==> src/rtl/secded64_pkg.sv <==
package secded64_pkg;
   localparam int WORD_W = 64;
   localparam int PAR_W  = 8;

   // Selection mask of check bit k, {upper half, lower half}
   function automatic logic [WORD_W-1:0] sel_mask(input int k);
      case (k)
         0:       return {32'hF00FE11E, 32'hC33C0FF7};
         1:       return {32'h00FF00FF, 32'h00FFF0FF};
         2:       return {32'h0F0F0F0F, 32'h0F0FFF00};
         3:       return {32'h11113333, 32'h7777000F};
         4:       return {32'h22224444, 32'h8888222F};
         5:       return {32'h44448888, 32'hFFFF4441};
         6:       return {32'h8888FFFF, 32'h11118882};
         default: return {32'hFFFF1111, 32'h22221114};
      endcase
   endfunction

   // Syndrome produced by a flip of data bit b
   function automatic logic [PAR_W-1:0] bit_column(input int b);
      logic [PAR_W-1:0] c;
      for (int k = 0; k < PAR_W; k++) c[k] = sel_mask(k)[b];
      return c;
   endfunction

   typedef struct packed {
      logic [WORD_W-1:0]         data;
      logic [PAR_W-1:0]          syn;
      logic                      data_err;
      logic [$clog2(WORD_W)-1:0] didx;
      logic                      check_err;
      logic [$clog2(PAR_W)-1:0]  cidx;
      logic                      uncorr;
   } dec_res_t;
endpackage

==> src/rtl/secded64_parity.sv <==
module secded64_parity
   import secded64_pkg::*;
#(
   parameter int DATA_W = 64,
   parameter int CHK_W  = 8
) (
   input  logic [DATA_W-1:0] data_i,
   output logic [CHK_W-1:0]  check_o
);
   for (genvar k = 0; k < CHK_W; k++) begin : g_tree
      assign check_o[k] = ^(data_i & sel_mask(k));
   end
endmodule

==> src/rtl/secded64_locate.sv <==
module secded64_locate
   import secded64_pkg::*;
#(
   parameter int DATA_W = 64,
   parameter int CHK_W  = 8,
   localparam int IDX_W = $clog2(DATA_W)
) (
   input  logic [CHK_W-1:0]  syn_i,
   output logic              hit_o,
   output logic [IDX_W-1:0]  idx_o
);
   logic [DATA_W-1:0] match;

   for (genvar b = 0; b < DATA_W; b++) begin : g_col
      assign match[b] = (syn_i == bit_column(b));
   end

   // lowest matching column wins
   always_comb begin
      hit_o = 1'b0;
      idx_o = '0;
      for (int b = DATA_W - 1; b >= 0; b--) begin
         if (match[b]) begin
            hit_o = 1'b1;
            idx_o = IDX_W'(b);
         end
      end
   end
endmodule

==> src/rtl/secded64_classify.sv <==
module secded64_classify
   import secded64_pkg::*;
#(
   parameter int DATA_W = 64,
   parameter int CHK_W  = 8
) (
   input  logic              clk,
   input  logic              rst_n,
   input  logic [DATA_W-1:0] data_i,
   input  logic [CHK_W-1:0]  check_i,
   output dec_res_t          res_o
);
   localparam int DIDX_W = $clog2(DATA_W);
   localparam int CIDX_W = $clog2(CHK_W);

   logic [CHK_W-1:0]  recomp;
   logic [CHK_W-1:0]  syn;
   logic              hit;
   logic [DIDX_W-1:0] hit_idx;
   logic              single;
   logic [CIDX_W-1:0] set_pos;

   secded64_parity #(.DATA_W(DATA_W), .CHK_W(CHK_W)) i_recomp (
      .data_i (data_i),
      .check_o(recomp)
   );

   assign syn = recomp ^ check_i;

   secded64_locate #(.DATA_W(DATA_W), .CHK_W(CHK_W)) i_locate (
      .syn_i(syn),
      .hit_o(hit),
      .idx_o(hit_idx)
   );

   assign single = $onehot(syn);

   always_comb begin
      set_pos = '0;
      for (int k = 0; k < CHK_W; k++) if (syn[k]) set_pos = CIDX_W'(k);
   end

   always_comb begin
      res_o.syn       = syn;
      res_o.data_err  = hit;
      res_o.didx      = hit ? hit_idx : '0;
      res_o.check_err = !hit && single;
      res_o.cidx      = (!hit && single) ? set_pos : '0;
      res_o.uncorr    = (syn != '0) && !hit && !single;
      res_o.data      = hit ? (data_i ^ (DATA_W'(1) << hit_idx)) : data_i;
   end

   p_flags_excl_r7: assert property (@(posedge clk) disable iff (!rst_n)
      $onehot0({res_o.data_err, res_o.check_err, res_o.uncorr}));
   p_quiet_zero_r3: assert property (@(posedge clk) disable iff (!rst_n)
      (res_o.syn == '0) |-> (!res_o.data_err && !res_o.check_err && !res_o.uncorr
                             && res_o.data == data_i));
   p_one_flip_r4: assert property (@(posedge clk) disable iff (!rst_n)
      res_o.data_err |-> ($countones(res_o.data ^ data_i) == 1));
   p_chk_pass_r5: assert property (@(posedge clk) disable iff (!rst_n)
      res_o.check_err |-> (res_o.data == data_i && $countones(res_o.syn) == 1));
   p_unc_pass_r6: assert property (@(posedge clk) disable iff (!rst_n)
      res_o.uncorr |-> (res_o.data == data_i && res_o.syn != '0));
endmodule

==> src/rtl/secded64_codec.sv <==
module secded64_codec
   import secded64_pkg::*;
#(
   parameter int DATA_W  = 64,
   parameter int CHK_W   = 8,
   parameter bit OUT_REG = 1'b1,
   localparam int DIDX_W = $clog2(DATA_W),
   localparam int CIDX_W = $clog2(CHK_W)
) (
   input  logic              clk,
   input  logic              rst_n,
   input  logic [DATA_W-1:0] enc_data_i,
   output logic [CHK_W-1:0]  enc_check_o,
   input  logic [DATA_W-1:0] dec_data_i,
   input  logic [CHK_W-1:0]  dec_check_i,
   output logic [DATA_W-1:0] dec_data_o,
   output logic [CHK_W-1:0]  syndrome_o,
   output logic              data_err_o,
   output logic [DIDX_W-1:0] data_idx_o,
   output logic              check_err_o,
   output logic [CIDX_W-1:0] check_idx_o,
   output logic              uncorr_o
);
   if (DATA_W != WORD_W) begin : g_bad_data_w
      $error("secded64_codec: DATA_W must be 64");
   end
   if (CHK_W != PAR_W) begin : g_bad_chk_w
      $error("secded64_codec: CHK_W must be 8");
   end

   dec_res_t comb_res;
   dec_res_t out_res;

   secded64_parity #(.DATA_W(DATA_W), .CHK_W(CHK_W)) i_enc (
      .data_i (enc_data_i),
      .check_o(enc_check_o)
   );

   secded64_classify #(.DATA_W(DATA_W), .CHK_W(CHK_W)) i_dec (
      .clk    (clk),
      .rst_n  (rst_n),
      .data_i (dec_data_i),
      .check_i(dec_check_i),
      .res_o  (comb_res)
   );

   if (OUT_REG) begin : g_reg
      always_ff @(posedge clk or negedge rst_n) begin
         if (!rst_n) out_res <= '0;
         else        out_res <= comb_res;
      end
   end else begin : g_flow
      assign out_res = comb_res;
   end

   assign dec_data_o  = out_res.data;
   assign syndrome_o  = out_res.syn;
   assign data_err_o  = out_res.data_err;
   assign data_idx_o  = out_res.didx;
   assign check_err_o = out_res.check_err;
   assign check_idx_o = out_res.cidx;
   assign uncorr_o    = out_res.uncorr;
endmodule

==> config.mk <==
export PLATFORM = sky130hd
export DESIGN_NAME = secded64_codec
export DESIGN_NICKNAME = d
export VERILOG_FILES = /design/src/rtl/secded64_pkg.sv /design/src/rtl/secded64_parity.sv /design/src/rtl/secded64_locate.sv /design/src/rtl/secded64_classify.sv /design/src/rtl/secded64_codec.sv
export SDC_FILE = /design/constraint.sdc
export NUM_CORES = 1
export LEC_CHECK = 0
export BUFFER_PORTS_ARGS = -buffer_cell sky130_fd_sc_hd__buf_4
export CAP_MARGIN = 15
export CORE_MARGIN = 1.5
export CORE_UTILIZATION = 26
export CTS_CLUSTER_SIZE = 16
export DETAILED_ROUTE_END_ITERATION = 6
export HOLD_SLACK_MARGIN = 0.03
export PLACE_DENSITY = 0.49
export SETUP_SLACK_MARGIN = 0.4
export SLEW_MARGIN = 15
export SYNTH_ARGS = -nofsm -noshare
export SYNTH_HDL_FRONTEND = slang
export SYNTH_HIERARCHICAL = 1
export SYNTH_SLANG_ARGS = --single-unit
==> constraint.sdc <==
create_clock -name clk -period 1.6 [get_ports clk]
set_input_delay 0.08 -clock clk [delete_from_list [all_inputs] [get_ports clk]]
set_output_delay 0.08 -clock clk [all_outputs]
set_load 0.005 [all_outputs]
==> results.sh, run 1 <==
export IMPL_grt_pass1_vias=7736
export IMPL_initial_core_util_pct=26.4
export IMPL_max_freq_ghz=0.266
export IMPL_synthArstFlopShare_pct=100
export IMPL_first_pass_iters=5
export IMPL_io_pins=230
export IMPL_yosysTopAreaCell="xnor2_1"
export IMPL_final_area_sq_um=16000
export IMPL_gp_congestion=0.872
export IMPL_start_kind="input port"
export IMPL_grt_pass1_wl_um=44900
export IMPL_yosys_warnings=6
export IMPL_ys_ff_latch=84
export IMPL_ys_flop_type="dfrtp_1"
export IMPL_synth_nets=920
export IMPL_die_w_um=171
export IMPL_synth_most_common_cell="xnor2_1"
export IMPL_hpwl_um=23500
export IMPL_ys_top_cells_by_count="xnor2_1 (285), dfrtp_1 (84), xor2_1 (68)"
export IMPL_clock_root_buffer="clkbuf_16"
export IMPL_slew_headroom_pct=68.6
export IMPL_antenna_found_initial=0
export IMPL_numCtsBuffers=9
export IMPL_gr_total_overflow=0
export IMPL_cts_max_level=3
export IMPL_syn_area_sq_um=7360
export IMPL_post_drt_wl_per_cell_um=18.5
export IMPL_fin_tns_setup_ns=-154.41
export IMPL_postRouteAntennaNets=0
export IMPL_rsz0062_at_grt="yes"
export IMPL_drive_above_1_share_pct=69.5
export IMPL_crit_fanout=8
export IMPL_num_rows=61
export IMPL_area_growth_pct=118
export IMPL_clock_sinks=84
export IMPL_fin_ws_ns=-2.16
export IMPL_end_kind="flip-flop"
export IMPL_fin_crit_ns=3.76
export IMPL_crit_required_ns=1.87
export IMPL_synth_edf_count=0
export IMPL_die_area_sq_um=29300
export IMPL_postSynthAreaPerCell_sq_um=9.58
export IMPL_path_clk_slew_ns=0.06
export IMPL_clockBufferDepth=2
export IMPL_violations="negative setup slack"
export IMPL_synth_distinct_cells=71
export IMPL_drc=0
export IMPL_worstPathArrival_ns=4.04
export IMPL_path_class="in -> reg"
export IMPL_outcome="finished with violations"
export IMPL_drtIter0Drc=326
export IMPL_finalNetCount=1459
export IMPL_port_buffers=229
export IMPL_vias=7458
export IMPL_hold_violations=0
export IMPL_core_sq_um=27900
export IMPL_synth_area_leaders="xnor2_1 (34%), dfrtp_1 (29%), xor2_1 (8.1%)"
export IMPL_grt_usage_pct=20.8
export IMPL_hp_class="in -> reg"
export IMPL_maxCapViolCount=0
export IMPL_slew_violations=0
export IMPL_grt_max_degree=36
export IMPL_vias_per_cell=4.41
export IMPL_synth_cells=768
export IMPL_worstMarginPinSlew_ns=0.471
export IMPL_die_y_um=171
export IMPL_finalCritPeriodShare_pct=235
export IMPL_synth_top_area_share_pct=33.9
export IMPL_n_antenna_cell=0
export IMPL_totalWireLength_um=31300
export IMPL_tritoncts="done"
export IMPL_dp_slack_ns=-2.66
export IMPL_instances_no_fill=1690
export IMPL_dp_cells=1549
export IMPL_place_area_sq_um=11700
export IMPL_setup_viol=80
export IMPL_yosysSeqAreaShare_pct=28.6
[per-stage QoR]
step | hold WS (ns) | utilization [%]
floorplan | -0.216 | -
global placement | 0.0659 | 42.0
detailed placement | 0.0648 | 42.0
CTS | 0.0311 | 52.2
global route | 0.0377 | 57.5
finish | 0.0292 | 57.5
[repair_timing]
| item | CTS | global route |
|---|---|---|
| pin swaps | 139 | 101 |
| endpoints found under the hold margin | 65 | 2 |
| hold buffers | 33 | 2 |
| gates cloned | 1 | 1 |
| endpoints found under the setup margin | 92 | 92 |
| gates resized for setup | 311 | 188 |
| setup buffers | 59 | 29 |
[per-layer routing]
metal  vias to the layer above  part of all wire (%)  track usage [%]
met2                       286                    51             36.1
li1                       3541                     -                -
met3                        36                   6.3             4.03
met4                         0                   2.1             6.14
met1                      3595                    40             26.0
met5                         -                     0                0
[logic make-up (layout without fill, tap and decap cells)]
| group | after synthesis | after routing | share of synthesized area, % |
|---|---|---|---|
| buf+inv | 46 | 590 | 3.43 |
| compound gates | 48 | 48 | 4.71 |
| flops | 84 | 84 | 28.6 |
| simple gates | 212 | 212 | 15.7 |
| mux | 1 | 1 | 0.204 |
| xor+xnor | 363 | 363 | 44.7 |
| fa+ha+maj | 14 | 14 | 2.69 |
[placed cells by master (no fill, tap or decap), types with 9 or more instances in the layout]
| master | count |
|---|---|
| nand2_1 | 19 |
| nor2_1 | 15 |
| nor2_4 | 22 |
| clkbuf_16 | 11 |
| xor2_4 | 12 |
| buf_6 | 97 |
| nand4_1 | 9 |
| nand2_4 | 28 |
| buf_12 | 24 |
| nand3_1 | 13 |
| buf_8 | 17 |
| buf_4 | 383 |
| xor2_1 | 31 |
| xnor2_4 | 40 |
| nand2_2 | 16 |
| xnor2_2 | 128 |
| dfrtp_1 | 84 |
| dlygate4sd3_1 | 35 |
| xnor2_1 | 120 |
| inv_1 | 10 |
| xor2_2 | 26 |
[state kept, by name, summed over array words and instances, names as in the netlist]
name / cells
data_err_o: 1
uncorr_o: 1
dec_data_o: 64
syndrome_o: 8
check_err_o: 1
check_idx_o: 3
data_idx_o: 6
[worst paths after layout]
path	startpoint	to	slack (ns)	cells after the start
max	dec_data_i[60]	dec_data_o[37]	-2.16	20
min	dec_data_i[21]	dec_data_o[21]	0.03	3
max in group asynchronous	rst_n	dec_data_o[20]	0.74	3
min in group asynchronous	rst_n	dec_data_o[42]	0.22	2
[worst max-delay path, stage by stage]
cell      delay, ns
buf_6          0.11
xnor2_4        0.15
xnor2_4        0.22
xnor2_2        0.13
xnor2_2        0.31
xnor3_1        0.51
xor2_2         0.20
buf_12         0.16
buf_6          0.12
inv_1          0.04
o211ai_1       0.31
a21oi_2        0.14
nor4_4         0.30
nand4_1        0.25
buf_4          0.22
and2_4         0.16
and2b_2        0.24
buf_12         0.17
nand2_4        0.08
xnor2_2        0.10
[layout make-up]
cell class	count	area [sq um]
Clock inverter	7	63.8
Tap cell	378	473
Fill cell	2294	11800
Clock buffer	9	225
Inverter	16	70.1
Sequential cell	84	2100
Multi-Input combinational cell	638	7990
Timing Repair Buffer	558	5100
Power of run 1 is left out: the tool's default activity adds up to more than one toggle a clock period on the data nets, which glitch-free logic cannot reach.
==> inputs of run 2 (changes only) <==
==> constraint.sdc (replaced) <==
create_clock -name clk -period 1.6 [get_ports clk]
set_input_delay 0.32 -clock clk [delete_from_list [all_inputs] [get_ports clk]]
set_output_delay 0.32 -clock clk [all_outputs]
set_load 0.005 [all_outputs]
==> results.sh, run 2 (same netlist as run 1, synthesis figures left out) <==
export IMPL_outcome="finished with violations"
export IMPL_violations="negative setup slack"
export IMPL_maxCapViolCount=0
export IMPL_final_cell_mix="buf_4 (421), xnor2_1 (212), dfrtp_1 (84)"
export IMPL_clock_sinks=84
export IMPL_clockBufferDepth=2
export IMPL_rsz0062_at_grt="yes"
export IMPL_core_sq_um=27900
export IMPL_fin_crit_ns=4.01
export IMPL_slew_headroom_pct=69.7
export IMPL_max_freq_ghz=0.249
export IMPL_grt_pass1_vias=7217
export IMPL_tritoncts="done"
export IMPL_seqCellArea_sq_um=2100
export IMPL_end_kind="flip-flop"
export IMPL_instances_no_fill=1632
export IMPL_crit_required_ns=1.87
export IMPL_die_w_um=171
export IMPL_final_area_sq_um=13400
export IMPL_num_rows=61
export IMPL_io_pins=230
export IMPL_path_clk_slew_ns=0.08
export IMPL_initial_core_util_pct=26.4
export IMPL_grt_usage_pct=19.6
export IMPL_postRouteAntennaNets=0
export IMPL_hold_violations=0
export IMPL_finalNetCount=1401
export IMPL_vias=6900
export IMPL_finalCritPeriodShare_pct=251
export IMPL_setup_viol=92
export IMPL_final_common_cell="buf_4"
export IMPL_multi_input_area_sq_um=6290
export IMPL_slew_violations=0
export IMPL_vias_per_cell=4.23
export IMPL_drive_above_1_share_pct=58.5
export IMPL_hp_class="in -> reg"
export IMPL_cts_max_level=3
export IMPL_hpwl_um=23600
export IMPL_fin_util_pct=48.3
export IMPL_gp_congestion=0.879
export IMPL_antenna_found_initial=0
export IMPL_crit_fanout=4
export IMPL_fillers=2695
export IMPL_area_growth_pct=82.7
export IMPL_start_kind="input port"
export IMPL_first_pass_iters=4
export IMPL_fin_ws_ns=-2.41
export IMPL_gr_total_overflow=0
export IMPL_path_class="in -> reg"
export IMPL_grt_pass1_wl_um=42400
export IMPL_post_drt_wl_per_cell_um=17.3
export IMPL_place_area_sq_um=12200
export IMPL_n_antenna_cell=0
export IMPL_worstMarginPinSlew_ns=0.452
export IMPL_grt_max_degree=26
export IMPL_die_area_sq_um=29300
export IMPL_totalWireLength_um=28300
export IMPL_clock_root_buffer="clkbuf_16"
export IMPL_port_buffers=229
export IMPL_largest_register_ffs=64
export IMPL_worstPathArrival_ns=4.28
export IMPL_die_y_um=171
export IMPL_drtIter0Drc=297
export IMPL_drc=0
export IMPL_dp_cells=1596
export IMPL_numCtsBuffers=9
==> run 2: metal layers <==
layer  vias to the layer above  share of wire (%)  track usage, %
met4                         0                1.0            3.70
li1                       3423                  -               -
met2                       219                 49            33.3
met5                         -                  0               0
met3                        16                5.9            3.57
met1                      3242                 44            26.2
==> run 2: path summary, 6_finish.rpt <==
check                      cells past startpoint      startpoint             end  slack (ns)
setup / recovery                              19  dec_data_i[50]  check_idx_o[0]       -2.41
hold / removal                                 2  dec_data_i[62]  dec_data_o[62]        0.15
max in group asynchronous                      3           rst_n   dec_data_o[0]        0.68
min in group asynchronous                      2           rst_n  dec_data_o[31]        0.44
==> run 2: worst max-delay path: stages <==
cell and delay, ns:
buf_4 0.13, xnor2_1 0.23, xnor2_1 0.11, xnor2_1 0.25, xnor2_1 0.12, xnor2_1 0.27
buf_4 0.18, xnor2_2 0.12, xnor2_1 0.14, ha_1 0.28, ha_4 0.23, fa_1 0.51
ha_2 0.19, inv_2 0.04, fa_2 0.35, a2111o_1 0.33, a211oi_4 0.25, nand2b_2 0.11
nor2_1 0.10
==> run 2: cell type report <==
type / instances / area share, %
clock buffers: 9 / 1.68
clock inverters: 7 / 0.596
inverters: 16 / 0.503
multi-input cells: 638 / 46.8
flip-flops and latches: 84 / 15.6
well taps: 378 / 3.52
repair buffers: 500 / 31.3
==> run 2: timing repair <==
item / 4_1_cts / 5_1_grt
hold buffers: 1 / 0
resized for setup: 112 / 42
endpoints found under the hold margin: 18 / 0
gates cloned: 1 / 0
setup endpoints to repair: 117 / 132
buffers inserted: 15 / 3
pin swaps: 16 / 4
==> run 2: metrics by stage <==
step / worst slack, ns / hold slack, ns / TNS [ns]
6_report: -2.41 / 0.146 / -172.21
5_1_grt: -2.57 / 0.138 / -189.88
4_1_cts: -2.38 / 0.133 / -173.23
3_5_place_dp: -2.98 / 0.279 / -223.46
3_3_place_gp: -2.96 / 0.280 / -220.50
2_1_floorplan: -2.46 / 0.0244 / -152.61
Power of run 2 is left out for the same reason.
==> inputs of run 3 (changes only) <==
- SYNTH_HIERARCHICAL: 1 -> default
==> results.sh, run 3 <==
export IMPL_clock_root_buffer="clkbuf_16"
export IMPL_synth_area_leaders="xnor2_1 (28%), dfrtp_1 (26%), xor2_1 (6.9%)"
export IMPL_final_area_sq_um=17300
export IMPL_synthMuxAreaShare_pct=0
export IMPL_dp_slack_ns=-3.43
export IMPL_yosysSeqAreaShare_pct=25.9
export IMPL_totalWireLength_um=37300
export IMPL_wl_met2_um=18500
export IMPL_synth_most_common_cell="xnor2_1"
export IMPL_synth_cells=870
export IMPL_syn_area_sq_um=8120
export IMPL_outcome="finished with violations"
export IMPL_fin_ws_ns=-2.77
export IMPL_cts_max_level=3
export IMPL_top_layer="met4"
export IMPL_vias_per_cell=4.72
export IMPL_slew_headroom_pct=65.1
export IMPL_final_cell_mix="buf_4 (508), xnor2_1 (148), buf_6 (118)"
export IMPL_place_area_sq_um=14000
export IMPL_drc=0
export IMPL_die_area_sq_um=32300
export IMPL_synth_nets=1029
export IMPL_io_pins=230
export IMPL_gp_congestion=0.970
export IMPL_gr_total_overflow=0
export IMPL_finalNetCount=1676
export IMPL_clock_sinks=84
export IMPL_instances_no_fill=1918
export IMPL_synth_top_family_by_area="XOR/XNOR gates"
export IMPL_grt_usage_pct=23.1
export IMPL_initial_core_util_pct=26.5
export IMPL_crit_required_ns=1.88
export IMPL_ys_flop_type="dfrtp_1"
export IMPL_synth_edf_count=0
export IMPL_met1Wirelength_um=15600
export IMPL_worstPathArrival_ns=4.65
export IMPL_end_kind="flip-flop"
export IMPL_worstMarginPinSlew_ns=0.524
export IMPL_first_pass_iters=5
export IMPL_max_freq_ghz=0.229
export IMPL_rsz0062_at_grt="yes"
export IMPL_drive_above_1_share_pct=66.0
export IMPL_synth_xor_area_share_pct=39.2
export IMPL_path_clk_slew_ns=0.06
export IMPL_largest_register_ffs=64
export IMPL_synth_compound_area_share_pct=15.3
export IMPL_path_cells="buf_8, buf_6, xnor3_2, xnor3_2, xnor2_2, buf_4, xnor2_4, inv_2, ha_4, a22o_1, and3_4, nor2_4, a32oi_2, o221a_4, a221oi_2, o211ai_1, buf_4, a211oi_4, o2bb2ai_4, buf_12, buf_8, a2111oi_4, xor2_1"
export IMPL_maxCapViolCount=0
export IMPL_vias=9055
export IMPL_hp_class="in -> reg"
export IMPL_antenna_found_initial=0
export IMPL_min_to="dec_data_o[63]"
export IMPL_crit_buf_inv=7
export IMPL_met3_length_um=2110
export IMPL_grt_max_degree=44
export IMPL_yosysTopAreaCell="xnor2_1"
export IMPL_n_antenna_cell=0
export IMPL_hold_violations=0
export IMPL_fin_crit_ns=4.37
export IMPL_die_y_um=180
export IMPL_yosys_warnings=0
export IMPL_slowest_delay_ns=0.40
export IMPL_core_sq_um=30700
export IMPL_area_growth_pct=114
export IMPL_grt_pass1_vias=9627
export IMPL_die_w_um=180
export IMPL_start_kind="input port"
export IMPL_tritoncts="done"
export IMPL_drtIter0Drc=572
export IMPL_clockBufferDepth=2
export IMPL_final_common_cell="buf_4"
export IMPL_path_class="in -> reg"
export IMPL_crit_fanout=6
export IMPL_grt_pass1_wl_um=57000
export IMPL_dp_cells=1810
export IMPL_yosys_area_share_simple_pct=12.1
export IMPL_crit_path_top_delay_cell="xnor3_2"
export IMPL_path_delay_family="compound AO/OA/AOI/OAI gates"
export IMPL_finalCritPeriodShare_pct=273
export IMPL_violations="negative setup slack"
export IMPL_synthArstFlopShare_pct=100
export IMPL_synth_distinct_cells=78
export IMPL_ys_top_cells_by_count="xnor2_1 (263), dfrtp_1 (84), xor2_1 (64)"
export IMPL_ys_ff_latch=84
export IMPL_post_drt_wl_per_cell_um=19.5
export IMPL_num_rows=64
export IMPL_postSynthAreaPerCell_sq_um=9.34
export IMPL_holdPathStages=2
export IMPL_postRouteAntennaNets=0
export IMPL_port_buffers=229
export IMPL_slew_violations=0
export IMPL_synth_top_area_share_pct=28.4
export IMPL_setup_viol=91
export IMPL_synthAdderAreaFrac_pct=3.60
export IMPL_hpwl_um=29800
export IMPL_fillers=2623
export IMPL_hold_path_startpoint="dec_data_i[63]"
export IMPL_numCtsBuffers=9
==> run 3: cell count changes after synthesis, moves of 9 or more <==
cell / before / now
nand3_1: 18 / 30
nor2b_1: 14 / 1
inv_1: 15 / 24
a31oi_1: 1 / 13
a2111oi_2: 0 / 10
a21oi_1: 9 / 22
clkbuf_1: 3 / 23
a211oi_1: 1 / 11
xnor2_1: 285 / 263
and3_1: 1 / 12
==> run 3: worst max path at each step <==
stage | startpoint | to | slack [ns] | cells after the start
final | dec_data_i[33] | dec_data_o[49] | -2.77 | 23
after global routing | dec_data_i[33] | dec_data_o[49] | -2.99 | 25
after CTS | dec_data_i[33] | dec_data_o[49] | -2.75 | 23
after detailed placement | dec_data_i[37] | dec_data_o[9] | -3.43 | 24
after global placement | dec_data_i[41] | dec_data_o[9] | -3.45 | 24
after floorplan | dec_data_i[36] | check_idx_o[1] | -2.51 | 17
==> run 3: cell type report <==
type	count	area [sq um]	share of cell area (%)
tap	396	495	2.86
timing repair buffer	676	6030	34.8
sequential	84	2100	12.1
clock inverter	6	136	0.786
clock buffer	10	229	1.32
multi-input combinational	719	8230	47.4
inverter	27	121	0.700
==> run 3: through the flow <==
step                      hold WS (ns)  util, %  TNS (ns)
after floorplan                 0.0244        -   -173.71
after global placement           0.209     45.6   -245.44
after detailed placement         0.219     45.6   -245.77
after CTS                        0.165     54.5   -196.58
after global routing             0.177     56.6   -213.62
final                            0.178     56.6   -198.73
==> run 3: metal layers <==
metal	track usage, %	vias to the layer above
met1	29.6	4372
met2	39.5	349
met5	0	-
met4	8.10	0
li1	-	4277
met3	3.24	57
==> run 3: timing repair <==
action / in CTS / in global routing
hold endpoints to repair: 14 / 0
endpoints found under the setup margin: 108 / 128
setup buffers: 80 / 11
gates cloned: 0 / 0
pin swaps: 158 / 64
hold buffers: 1 / 0
gates resized for setup: 313 / 102
==> run 3: cell families after synthesis <==
kind of cell,Yosys count
flip-flops,84
XOR/XNOR,341
AO/OA/AOI/OAI,155
AND/OR/NAND/NOR,202
adder cells (fa/ha/maj),21
buffers and inverters,67
Power of run 3 is left out for the same reason.
